===== src/rtl/txq_pkg.sv =====
package txq_pkg;
  localparam int B_TRIG  = 0;
  localparam int B_ROOM  = 1;
  localparam int B_EMPTY = 4;
  localparam int B_OVF   = 5;
  localparam int B_UNF   = 6;
  localparam int B_BLK   = 7;
  localparam int B_NACK  = 8;
  localparam int B_DONE  = 9;
  localparam int B_ARB   = 10;
  localparam logic [31:0] CAUSE_USED = 32'h0000_07F3;

  typedef struct packed {
    logic arb;
    logic done;
    logic nack;
    logic blk;
    logic unf;
    logic ovf;
    logic empty;
    logic room;
    logic trig;
  } cause_set_t;

  function automatic logic [31:0] set_to_word(cause_set_t s);
    logic [31:0] w;
    w = '0;
    w[B_TRIG]  = s.trig;
    w[B_ROOM]  = s.room;
    w[B_EMPTY] = s.empty;
    w[B_OVF]   = s.ovf;
    w[B_UNF]   = s.unf;
    w[B_BLK]   = s.blk;
    w[B_NACK]  = s.nack;
    w[B_DONE]  = s.done;
    w[B_ARB]   = s.arb;
    return w;
  endfunction
endpackage


===== src/rtl/txq_fifo.sv =====
module txq_fifo #(
  parameter int DATA_W = 8,
  parameter int DEPTH  = 16,
  localparam int AW = $clog2(DEPTH),
  localparam int CW = $clog2(DEPTH + 1)
) (
  input  logic              clk,
  input  logic              rst,
  input  logic              en,
  input  logic [1:0]        width_mode,
  input  logic              push_req,
  input  logic [DATA_W-1:0] push_data,
  input  logic              pop_req,
  output logic [DATA_W-1:0] pop_data,
  output logic [CW-1:0]     fill,
  output logic              full,
  output logic              empty,
  output logic [CW-1:0]     cap
);
  logic [DATA_W-1:0] mem [DEPTH];
  logic [AW-1:0]     wp, rp;
  logic              do_push, do_pop;

  always_comb begin
    case (width_mode)
      2'd0:    cap = CW'(DEPTH);
      2'd1:    cap = CW'(DEPTH / 2);
      default: cap = CW'(DEPTH / 4);
    endcase
  end

  assign full    = (fill >= cap);
  assign empty   = (fill == '0);
  assign do_push = en && push_req && !full;
  assign do_pop  = en && pop_req && !empty;

  always_ff @(posedge clk) begin
    if (rst || !en) begin
      wp   <= '0;
      rp   <= '0;
      fill <= '0;
    end else begin
      if (do_push) wp <= wp + 1'b1;
      if (do_pop)  rp <= rp + 1'b1;
      case ({do_push, do_pop})
        2'b10:   fill <= fill + 1'b1;
        2'b01:   fill <= fill - 1'b1;
        default: fill <= fill;
      endcase
    end
  end

  always_ff @(posedge clk) begin
    if (do_push) mem[wp] <= push_data;
  end

  always_ff @(posedge clk) begin
    if (rst)         pop_data <= '0;
    else if (do_pop) pop_data <= mem[rp];
  end
endmodule


===== src/rtl/txq_cause.sv =====
module txq_cause
  import txq_pkg::*;
(
  input  logic        clk,
  input  logic        rst,
  input  logic        en,
  input  logic [31:0] set_vec,
  input  logic        clr_wr,
  input  logic [31:0] clr_data,
  output logic [31:0] cause_q
);
  logic [31:0] clr_eff;

  assign clr_eff = clr_wr ? clr_data : '0;

  always_ff @(posedge clk) begin
    if (rst || !en) cause_q <= '0;
    else            cause_q <= ((cause_q & ~clr_eff) | set_vec) & CAUSE_USED;
  end
endmodule


===== src/rtl/tx_fifo_irq.sv =====
module tx_fifo_irq
  import txq_pkg::*;
#(
  parameter int DATA_W = 8,
  parameter int DEPTH  = 16,
  parameter int TRIG_W = 4,
  localparam int CW = $clog2(DEPTH + 1)
) (
  input  logic              clk,
  input  logic              rst,
  input  logic              en,
  input  logic [1:0]        width_mode,
  input  logic [TRIG_W-1:0] trig_level,
  input  logic              wr_valid,
  input  logic [DATA_W-1:0] wr_data,
  input  logic              rd_req,
  output logic [DATA_W-1:0] rd_data,
  input  logic              ev_blocked,
  input  logic              ev_nack,
  input  logic              ev_done,
  input  logic              ev_arb_lost,
  input  logic              clr_wr,
  input  logic [31:0]       clr_data,
  input  logic              mask_wr,
  input  logic [31:0]       mask_wdata,
  output logic [31:0]       cause_o,
  output logic [31:0]       masked_o,
  output logic              irq_o
);
  logic [CW-1:0] fill_w, cap_w;
  logic          full_w, empty_w;
  cause_set_t    sets;
  logic [31:0]   mask_q;

  txq_fifo #(.DATA_W(DATA_W), .DEPTH(DEPTH)) u_fifo (
    .clk(clk), .rst(rst), .en(en), .width_mode(width_mode),
    .push_req(wr_valid), .push_data(wr_data),
    .pop_req(rd_req), .pop_data(rd_data),
    .fill(fill_w), .full(full_w), .empty(empty_w), .cap(cap_w)
  );

  always_comb begin
    sets       = '0;
    sets.trig  = (fill_w < CW'(trig_level));
    sets.room  = (fill_w < cap_w);
    sets.empty = empty_w;
    sets.ovf   = wr_valid && full_w;
    sets.unf   = rd_req && empty_w;
    sets.blk   = ev_blocked;
    sets.nack  = ev_nack;
    sets.done  = ev_done;
    sets.arb   = ev_arb_lost;
  end

  txq_cause u_cause (
    .clk(clk), .rst(rst), .en(en),
    .set_vec(set_to_word(sets)),
    .clr_wr(clr_wr), .clr_data(clr_data),
    .cause_q(cause_o)
  );

  always_ff @(posedge clk) begin
    if (rst)          mask_q <= '0;
    else if (mask_wr) mask_q <= mask_wdata & CAUSE_USED;
  end

  assign masked_o = cause_o & mask_q;
  assign irq_o    = |masked_o;
endmodule


===== config.mk =====
export PLATFORM = sky130hd
export DESIGN_NAME = tx_fifo_irq
export DESIGN_NICKNAME = d
export VERILOG_FILES = /design/src/rtl/txq_pkg.sv /design/src/rtl/txq_fifo.sv /design/src/rtl/txq_cause.sv /design/src/rtl/tx_fifo_irq.sv
export SDC_FILE = /design/constraint.sdc
export NUM_CORES = 1
export LEC_CHECK = 0
export ABC_AREA = 1
export BUFFER_PORTS_ARGS = -buffer_cell sky130_fd_sc_hd__buf_2
export CAP_MARGIN = 20
export CORE_MARGIN = 4
export CORE_UTILIZATION = 45
export CTS_CLUSTER_DIAMETER = 60
export CTS_CLUSTER_SIZE = 20
export DETAILED_ROUTE_END_ITERATION = 12
export PLACE_DENSITY = 0.65
export SLEW_MARGIN = 10
export SYNTH_ARGS = -nofsm -noshare
export SYNTH_HDL_FRONTEND = slang
export SYNTH_SLANG_ARGS = --single-unit

===== constraint.sdc =====
create_clock -name clk -period 8.25 [get_ports clk]
set_clock_uncertainty 0.2 [all_clocks]
set_input_delay 0.4125 -clock clk [delete_from_list [all_inputs] [get_ports clk]]
set_output_delay 0.4125 -clock clk [all_outputs]
set_load 0.02 [all_outputs]

==> qor.csv, run 1 <==
stage;metric;value;unit
place;hpwl dp;10600;um
power_and_ir_drop;areal power density over the cells;209;nW/um^2
place;final RePlAce weighted congestion;0.807;
timing;final-layout setup total negative slack;0;ns
route;Routed WL per cell;14.8;um
critical_path;Critical Path AT;2.87;ns
critical_path;Register-to-Register Setup Slack;5.45;ns
synth;yosys warns;0;
route;DRC viols;0;
die;die height;140;um
status;result of the run;finished clean;
timing;shortest clock period the worst path allows after layout;2.80;ns
route;1st-pass router iterations;6;
die;die extent in x;140;um
die;core area;17200;um^2
timing;count of endpoints failing hold in the final timing report;0;
global_routing;first-pass GRT wire length;27200;um
global_routing;routing usage on met2;0.298;
critical_path;master of the slowest instance on the critical path;sky130_fd_sc_hd__dfxtp_1;
critical_path;family of cells with the greatest summed delay on the critical path;simple AND/OR/NAND/NOR gates;
die;count of pins on the block boundary;162;
layout;ant diodes;0;
layout;share of cells above drive strength 1;0.127;
critical_path;kind of start point of the critical path;register;
critical_path;worst path bufs/invs;2;
layout;Layout Utilization;0.508;
min_path;type of the most critical hold path;primary input to register;
timing;Final Max Tran Viols;0;
timing;final cycle utilization of the critical path;0.339;
synth;share of synthesized flip-flops with an asynchronous set or reset;0;
route;starting DRC count in detailed routing;487;
die;Initial Utilization;0.456;
critical_path;critical path type;register to register;
power_and_ir_drop;worst supply voltage drop on vdd;0.000162;V
synth;Seq/Total Area, Yosys;0.588;
clocking;root buffer cell;sky130_fd_sc_hd__clkbuf_16;
global_routing;total congestion overflow after global routing;0;
synth;Yosys cell types;33;
critical_path;Crit Path Max Fanout;9;
global_routing;via count of the first global-routing pass;5236;
die;standard-cell row count;48;
critical_path;most frequent cell on the critical path;sky130_fd_sc_hd__nand2_1;
synth;Main synth FF type;sky130_fd_sc_hd__edfxtp_1;
clocking;CTS H-tree lvls;4;
global_routing;global routing's busiest layer;met2;
power_and_ir_drop;static leakage;3.92;nW
route;count of vias placed by the detailed router;5538;
synth;post-synthesis cell count;849;
route;post-route antenna net violation count;0;
synth;per-instance average area after synthesis;9.26;um^2
clocking;insertion delay of the later-clocked pin in the worst-skew pair;0.42;ns
layout;# fillers;1534;
die;die area;19600;um^2
route;vias per inst;4.82;
synth;post-synthesis instance area;7860;um^2
critical_path;stage delay of the slowest cell on the critical path;0.43;ns
timing;relative max-transition margin;0.400;
clocking;Reg clk slew, reported paths;0.06;ns
global_routing;antenna violations before repair;0;
clocking;postcts setup bufs;0;
global_routing;maximum number of pins on one net before global-route repair;69;
clocking;Inserted Clock Buffers;17;
layout;fin nets;1014;
min_path;count of cells along the worst hold path;3;
global_routing;met1 layer usage reported by global route;0.236;
timing;Final setup violation count;0;
global_routing;met3 GRT Util;0.0338;
critical_path;number of cells on the worst reg-to-reg path;16;
critical_path;depth of the critical timing path with buffers and inverters included;16;
route;total wirelength of the detailed-routed design;17000;um
job;number of max-cap violations;0;
synth;EDFF count, synth;128;
clocking;total clock sinks;167;
clocking;Max Buffers Root-to-Sink;2;
place;port bufs;69;
global_routing;Overall Global Routing Usage;0.178;
synth;flops & latches, synth;167;
timing;slew at the pin with the worst max-slew slack;0.897;ns
clocking;clock tree from TritonCTS;built;
timing;RSZ-0062 raised after global routing;false;
layout;Syn-to-layout area delta;11.3;%
critical_path;Critical Path End Type;register;
critical_path;series of cell instances along the critical path;ha_1 -> nand2_1 -> inv_2 -> nor3_4 -> nand3_4 -> ha_1 -> xor2_1 -> ha_1 -> inv_1 -> nand2_1 -> nand3_1 -> nand2_1 -> nand2_1 -> nand2_1 -> nand2_1 -> a21oi_1;
critical_path;required time worst endpoint;8.32;ns
timing;Max Freq;357;MHz
==> layout make-up <==
type	instances	area, um^2	area share
flip-flops and latches	167	4630	0.529
multi-input cells	532	2400	0.274
inverters	116	439	0.0502
clock buffers	19	433	0.0495
repair buffers	77	418	0.0477
well taps	225	282	0.0322
clock inverters	13	154	0.0176
==> registers in the layout, indices dropped and copies added, names as in the netlist <==
| register | cells |
|---|---|
| u_fifo.pop_data | 8 |
| u_cause.cause_q | 9 |
| mask_q | 9 |
| u_fifo.rp | 4 |
| u_fifo.wp | 4 |
| u_fifo.fill | 5 |
| u_fifo.mem | 128 |
==> metrics by stage <==
stage | setup WS (ns) | std cells | total power, W | hold slack, ns | cell area [um^2]
finish | 5.45 | 1149 | 0.00183 | 0.0192 | 8750
CTS | 5.42 | 1149 | 0.00184 | 0.00176 | 8750
detailed placement | 5.03 | 1112 | 0.00106 | 0.271 | 8120
floorplan | 5.37 | 894 | 0.00103 | 0.263 | 8030
global route | 5.18 | 1149 | 0.00189 | 0.0270 | 8750
global placement | 5.07 | 1112 | 0.00105 | 0.267 | 8120
==> layout by cell type (no fill, tap or decap), types with 17 or more instances in the layout <==
master / Yosys / layout
sky130_fd_sc_hd__a21oi_1: 23 / 23
sky130_fd_sc_hd__buf_2: 15 / 69
sky130_fd_sc_hd__clkbuf_16: 0 / 17
sky130_fd_sc_hd__conb_1: 1 / 46
sky130_fd_sc_hd__dfxtp_1: 39 / 38
sky130_fd_sc_hd__edfxtp_1: 128 / 128
sky130_fd_sc_hd__inv_1: 106 / 106
sky130_fd_sc_hd__nand2_1: 231 / 231
sky130_fd_sc_hd__nand3_1: 98 / 98
sky130_fd_sc_hd__nor2_1: 75 / 75
sky130_fd_sc_hd__o21ai_0: 24 / 24
==> where the power goes <==
part,internal [W],switching (W),leakage [nW],total [W]
combinational,0.0000327,0.0000861,2.16,0.000119
sequential,0.000915,0.00000597,1.47,0.000921
clock,0.000474,0.000312,0.281,0.000785
total,0.00142,0.000404,3.92,0.00183
==> worst paths after layout <==
| path | start | end |
|---|---|---|
| worst min-delay path | mask_wdata[10] | mask_q[10] |
| worst max register to register | u_fifo.fill[4] | u_fifo.fill[4] |
| worst max-delay path | u_fifo.fill[4] | u_fifo.fill[4] |
| worst min register to register | u_cause.cause_q[5] | u_cause.cause_q[5] |
==> logic make-up (layout without fill, tap and decap cells) <==
logic type / count (synthesis) / after routing / share of synthesized area
AND/OR/NAND/NOR: 417 / 417 / 0.223
buffers and inverters: 195 / 225 / 0.128
flip-flops: 167 / 167 / 0.588
AO/OA/AOI/OAI: 49 / 49 / 0.0317
adder cells (fa/ha/maj): 14 / 14 / 0.0223
XOR/XNOR: 6 / 6 / 0.00669
other: 1 / 46 / 0.000477
==> routing by layer <==
| metal | vias up | share of wire |
|---|---|---|
| met3 | 20 | 0.067 |
| met5 | - | 0 |
| met2 | 189 | 0.49 |
| met4 | 0 | 0.017 |
| met1 | 2567 | 0.42 |
| li1 | 2762 | - |
==> cell usage after synthesis (2+ instances only) <==
cell type                  count  area [um^2]
sky130_fd_sc_hd__nand2_1     231          867
sky130_fd_sc_hd__edfxtp_1    128         3840
sky130_fd_sc_hd__inv_1       106          398
sky130_fd_sc_hd__nand3_1      98          490
sky130_fd_sc_hd__nor2_1       75          282
sky130_fd_sc_hd__buf_4        52          390
sky130_fd_sc_hd__dfxtp_1      39          781
sky130_fd_sc_hd__o21ai_0      24          120
sky130_fd_sc_hd__a21oi_1      23          115
sky130_fd_sc_hd__buf_2        15         75.1
sky130_fd_sc_hd__ha_1         14          175
sky130_fd_sc_hd__buf_6         7         78.8
sky130_fd_sc_hd__xor2_1        5         43.8
sky130_fd_sc_hd__clkinv_1      4         15.0
sky130_fd_sc_hd__inv_2         4         15.0
sky130_fd_sc_hd__clkbuf_1      3         11.3
sky130_fd_sc_hd__nand2_2       3         18.8
sky130_fd_sc_hd__nand4_1       2         12.5
sky130_fd_sc_hd__nor4_1        2         12.5
==> worst reg2reg max path: stages (launching register included) <==
cell and delay (ns):
sky130_fd_sc_hd__dfxtp_1 0.43, sky130_fd_sc_hd__ha_1 0.29, sky130_fd_sc_hd__nand2_1 0.09, sky130_fd_sc_hd__inv_2 0.05
sky130_fd_sc_hd__nor3_4 0.23, sky130_fd_sc_hd__nand3_4 0.18, sky130_fd_sc_hd__ha_1 0.32, sky130_fd_sc_hd__xor2_1 0.19
sky130_fd_sc_hd__ha_1 0.19, sky130_fd_sc_hd__inv_1 0.05, sky130_fd_sc_hd__nand2_1 0.07, sky130_fd_sc_hd__nand3_1 0.11
sky130_fd_sc_hd__nand2_1 0.06, sky130_fd_sc_hd__nand2_1 0.06, sky130_fd_sc_hd__nand2_1 0.04, sky130_fd_sc_hd__nand2_1 0.05
sky130_fd_sc_hd__a21oi_1 0.05
==> what timing repair did <==
item                                   CTS  global route
gates resized for setup                  0             0
hold buffers                             5             0
endpoints found under the hold margin    5             0
Note: power is estimated with default switching activity, not from simulation.
==> inputs of run 2 (changes only) <==
--- a/config.mk
+++ b/config.mk
@@ -5,7 +5,7 @@
 export SDC_FILE = /design/constraint.sdc
 export NUM_CORES = 1
 export LEC_CHECK = 0
-export ABC_AREA = 1
+export ABC_AREA = 0
 export BUFFER_PORTS_ARGS = -buffer_cell sky130_fd_sc_hd__buf_2
 export CAP_MARGIN = 20
 export CORE_MARGIN = 4
@@ -13,7 +13,7 @@
 export CTS_CLUSTER_DIAMETER = 60
 export CTS_CLUSTER_SIZE = 20
 export DETAILED_ROUTE_END_ITERATION = 12
-export PLACE_DENSITY = 0.65
+export PLACE_DENSITY = 0.68
 export SLEW_MARGIN = 10
 export SYNTH_ARGS = -nofsm -noshare
 export SYNTH_HDL_FRONTEND = slang
==> constraint.sdc (replaced) <==
create_clock -name clk -period 2.4 [get_ports clk]
set_clock_uncertainty 0.2 [all_clocks]
set_input_delay 0.12 -clock clk [delete_from_list [all_inputs] [get_ports clk]]
set_output_delay 0.12 -clock clk [all_outputs]
set_load 0.02 [all_outputs]
==> run 2 against run 1 <==
  * The run now ends with setup timing left
  * Count of clock-buffer cells in the layout stayed put
  * Sequential share of layout area fell by 3.6 points
  * Area after synthesis fell by 8.4%
  * Critical path depth shrank 3
  * First-iteration DRC count down 38%
  * Wire length is 0.55% higher
  * Largest power group unchanged
  * Highest routed layer unchanged
==> qor.csv, run 2 <==
stage;metric;value;unit;change
status;result of the run;complete, but fails checks;;
status;violations in the final reports;setup timing;;
timing;relative max-transition margin;0.624;;+0.224
synth;cell type with the highest aggregate area in the netlist;sky130_fd_sc_hd__edfxtp_1;;
die;Initial Utilization;0.467;;+0.0107
synth;post-synthesis cell count;525;;-38%
power_and_ir_drop;power after layout;0.00599;W;+230%
synth;Yosys cell types;47;;+42%
layout;max FFs per register;128;;unchanged
min_path;type of the most critical hold path;register to register;;
synth;flops & latches, synth;167;;unchanged
synth;area share of the largest cell type after synthesis;0.534;;+0.0449
synth;most area-consuming cells after synthesis;sky130_fd_sc_hd__edfxtp_1, sky130_fd_sc_hd__dfxtp_1, sky130_fd_sc_hd__mux2i_1;;
layout;fin nets;800;;-21%
critical_path;Critical Path End Type;register;;
synth;share of synthesized flip-flops with an asynchronous set or reset;0;;unchanged
layout;final std cell area, no fill;9430;um^2;+7.7%
global_routing;via count of the first global-routing pass;4796;;-8.4%
critical_path;Critical Path AT;2.80;ns;-0.07 ns
critical_path;Crit Path Max Fanout;6;;-3
timing;final cycle utilization of the critical path;1.13;;+0.786
layout;non-filler instance count after layout;918;;-20%
power_and_ir_drop;sw power;0.00128;W;+220%
place;hpwl dp;10700;um;+0.33%
clocking;Max Buffers Root-to-Sink;2;;unchanged
synth;post-synthesis mux area share;0.108;;+0.108
synth;xor and xnor area share after synthesis;0.0122;;+0.00548
clocking;root buffer cell;sky130_fd_sc_hd__clkbuf_16;;
power_and_ir_drop;combinational group share of total power;0.070;;+0.005
route;1st-pass router iterations;4;;-2
synth;yosys warns;0;;unchanged
power_and_ir_drop;share of total power in the clock network;0.405;;-0.025
critical_path;Crit Reg-Reg Endpoint;u_fifo.fill[3];;
synth;most common library cells after synthesis;sky130_fd_sc_hd__edfxtp_1, sky130_fd_sc_hd__mux2i_1, sky130_fd_sc_hd__nor2_1;;
die;die height;134;um;-4.0%
layout;top flop regs;u_fifo.mem: 128 flops, mask_q: 9 flops, u_cause.cause_q: 9 flops;;
critical_path;beginning of the worst register-to-register path;u_fifo.fill[3];;
die;standard-cell row count;45;;-6.3%
place;total placed cells including tap cells;828;;-26%
layout;share of cells above drive strength 1;0.306;;+0.179
global_routing;total congestion overflow after global routing;0;;unchanged
clocking;CTS H-tree lvls;4;;unchanged
layout;register bank with the most flops;u_fifo.mem;;
power_and_ir_drop;switch share;0.214;;-0.00680
synth;Seq/Total Area, Yosys;0.642;;+0.0540
synth;per-instance average area after synthesis;13.7;um^2;+48%
layout;Layout Utilization;0.611;;+0.103
synth;synthesized-area fraction occupied by and/or/nand/nor cells;0.0855;;-0.137
layout;most frequent standard cell in the layout excluding fill and tap cells;sky130_fd_sc_hd__edfxtp_1;;
die;die area;18100;um^2;-7.9%
power_and_ir_drop;static leakage;3.50;nW;-10%
place;placed inst area;8160;um^2;+0.49%
timing;Final setup violation count;6;;+6
min_path;count of cells along the worst hold path;2;;-1
min_path;startpoint of the most critical hold path;u_fifo.pop_data[6];;
route;total wirelength of the detailed-routed design;17100;um;+0.55%
critical_path;Register-to-Register Setup Slack;-0.30;ns;-5.75 ns
synth;compound-cell area share of the yosys netlist;0.0582;;+0.0265
timing;count of endpoints failing hold in the final timing report;0;;unchanged
synth;Main synth FF type;sky130_fd_sc_hd__edfxtp_1;;
power_and_ir_drop;worst supply voltage drop on vdd;0.000643;V;+300%
global_routing;antenna violations before repair;0;;unchanged
route;DRC viols;0;;unchanged
critical_path;critical path type;register to register;;
global_routing;maximum number of pins on one net before global-route repair;29;;-58%
route;post-route antenna net violation count;0;;unchanged
clocking;Reg clk slew, reported paths;0.06;ns;about the same
clocking;clock tree from TritonCTS;built;;
route;vias per inst;5.09;;+5.6%
layout;Syn-to-layout area delta;30.9;%;
critical_path;kind of start point of the critical path;register;;
timing;final-layout setup total negative slack;-1.01;ns;-1.01 ns
power_and_ir_drop;Flop pwr share;0.525;;+0.020
clocking;Inserted Clock Buffers;17;;unchanged
die;die extent in x;134;um;-4.0%
critical_path;number of cells on the worst reg-to-reg path;13;;-3
global_routing;Overall Global Routing Usage;0.190;;+0.0124
die;core area;15400;um^2;-10%
min_path;Min-Delay Endpoint;u_fifo.pop_data[6];;
timing;post-layout worst setup margin;-0.300;ns;-5.75 ns
layout;commonest cells after routing, fill and taps aside;sky130_fd_sc_hd__edfxtp_1, sky130_fd_sc_hd__buf_2, sky130_fd_sc_hd__dlygate4sd3_1, sky130_fd_sc_hd__mux2i_1, sky130_fd_sc_hd__conb_1;;
synth;largest family of logic cells by synthesized area;multiplexers;;
timing;slew at the pin with the worst max-slew slack;0.550;ns;-0.347 ns
die;count of pins on the block boundary;162;;unchanged
layout;ant diodes;0;;unchanged
timing;Final Max Tran Viols;0;;unchanged
clocking;insertion delay of the later-clocked pin in the worst-skew pair;0.42;ns;about the same
route;starting DRC count in detailed routing;301;;-38%
place;port bufs;69;;unchanged
synth;most frequent cell after synthesis;sky130_fd_sc_hd__edfxtp_1;;
route;Routed WL per cell;18.7;um;+26%
global_routing;first-pass GRT wire length;26100;um;-4.1%
power_and_ir_drop;Int Power;0.00471;W;+230%
power_and_ir_drop;areal power density over the cells;636;nW/um^2;+200%
place;final RePlAce weighted congestion;0.856;;+6.1%
clocking;total clock sinks;167;;unchanged
timing;Max Freq;370;MHz;+3.7%
timing;shortest clock period the worst path allows after layout;2.70;ns;-0.0998 ns
route;count of vias placed by the detailed router;4671;;-16%
critical_path;required time worst endpoint;2.50;ns;-5.82 ns
synth;synthesized-area fraction occupied by adder cells;0.0243;;+0.00205
synth;EDFF count, synth;128;;unchanged
critical_path;worst setup path startpoint;u_fifo.fill[3];;
timing;RSZ-0062 raised after global routing;true;;
synth;post-synthesis instance area;7200;um^2;-8.4%
job;number of max-cap violations;0;;unchanged
[run 2: changes by cell type in the layout (fill, tap and decap cells not counted), moves of 38 or more]
cell / previous run / this run
sky130_fd_sc_hd__nand3_1: 98 / 2
sky130_fd_sc_hd__inv_1: 106 / 7
sky130_fd_sc_hd__nor2_1: 75 / 37
sky130_fd_sc_hd__nand2_1: 231 / 24
sky130_fd_sc_hd__mux2i_1: 0 / 51
sky130_fd_sc_hd__dlygate4sd3_1: 5 / 57
[run 2: critical path, stage by stage (launching register included)]
cell	delay, ns
sky130_fd_sc_hd__dfxtp_4	0.35
sky130_fd_sc_hd__ha_4	0.21
sky130_fd_sc_hd__nor2b_4	0.12
sky130_fd_sc_hd__o21a_4	0.20
sky130_fd_sc_hd__nor4b_4	0.25
sky130_fd_sc_hd__inv_2	0.09
sky130_fd_sc_hd__buf_4	0.14
sky130_fd_sc_hd__buf_6	0.12
sky130_fd_sc_hd__ha_4	0.17
sky130_fd_sc_hd__and3b_1	0.18
sky130_fd_sc_hd__a31oi_2	0.20
sky130_fd_sc_hd__o22ai_2	0.14
sky130_fd_sc_hd__xnor2_1	0.17
sky130_fd_sc_hd__nor2_1	0.05
[run 2: stage by stage]
| step | hold slack (ns) | setup slack [ns] |
|---|---|---|
| after floorplan | 0.0189 | -0.552 |
| after global placement | 0.132 | -0.401 |
| after detailed placement | 0.140 | -0.479 |
| after CTS | 0.298 | -0.326 |
| after global routing | 0.321 | -0.419 |
| final | 0.299 | -0.300 |
[run 2: layout make-up]
class                   count  area [um^2]
repair buffers            179         1510
fillers                  1158         6000
flip-flops and latches    167         4640
clock inverters            10         83.8
inverters                   9         33.8
clock buffers              19          433
well taps                 211          264
multi-input cells         323         2460
[run 2: kinds of logic (layout without fill, tap and decap cells)]
group | count (synthesis) | after routing
other cells | 1 | 46
mux | 63 | 63
fa+ha+maj | 14 | 14
flops | 167 | 167
buf+inv | 80 | 217
xor+xnor | 10 | 10
compound gates | 65 | 65
simple gates | 125 | 125
[run 2: worst max-delay path by stage]
stage                           endpoint  slack [ns]  cells after the start
after floorplan           u_fifo.fill[4]       -0.55                     14
after global placement    u_fifo.fill[4]       -0.40                     14
after detailed placement  u_fifo.fill[4]       -0.48                     14
after CTS                 u_fifo.fill[2]       -0.33                     12
after global routing      u_fifo.fill[4]       -0.42                     13
final                     u_fifo.fill[3]       -0.30                     13
[run 2: repair_timing]
action / CTS / global route
endpoints found under the setup margin: 14 / 136
gates resized for setup: 16 / 23
pin swaps: 7 / 9
hold buffers: 57 / 0
setup buffers: 2 / 3
hold endpoints to repair: 159 / 0
[run 2: routing by layer]
layer	routed length (um)	up-vias	global-route usage
met1	6980	2270	0.233
met5	0	-	0
met2	8620	174	0.322
met3	1090	33	0.0510
met4	447	0	0.0747
li1	-	2194	-
[run 2: power groups by stage]
stage          sequential (W)  combinational [W]  clock (W)
2_1_floorplan         0.00322           0.000221          0
3_3_place_gp          0.00321           0.000286          0
3_5_place_dp          0.00321           0.000294          0
4_1_cts               0.00314           0.000384    0.00248
5_1_grt               0.00315           0.000449    0.00261
6_report              0.00315           0.000418    0.00243
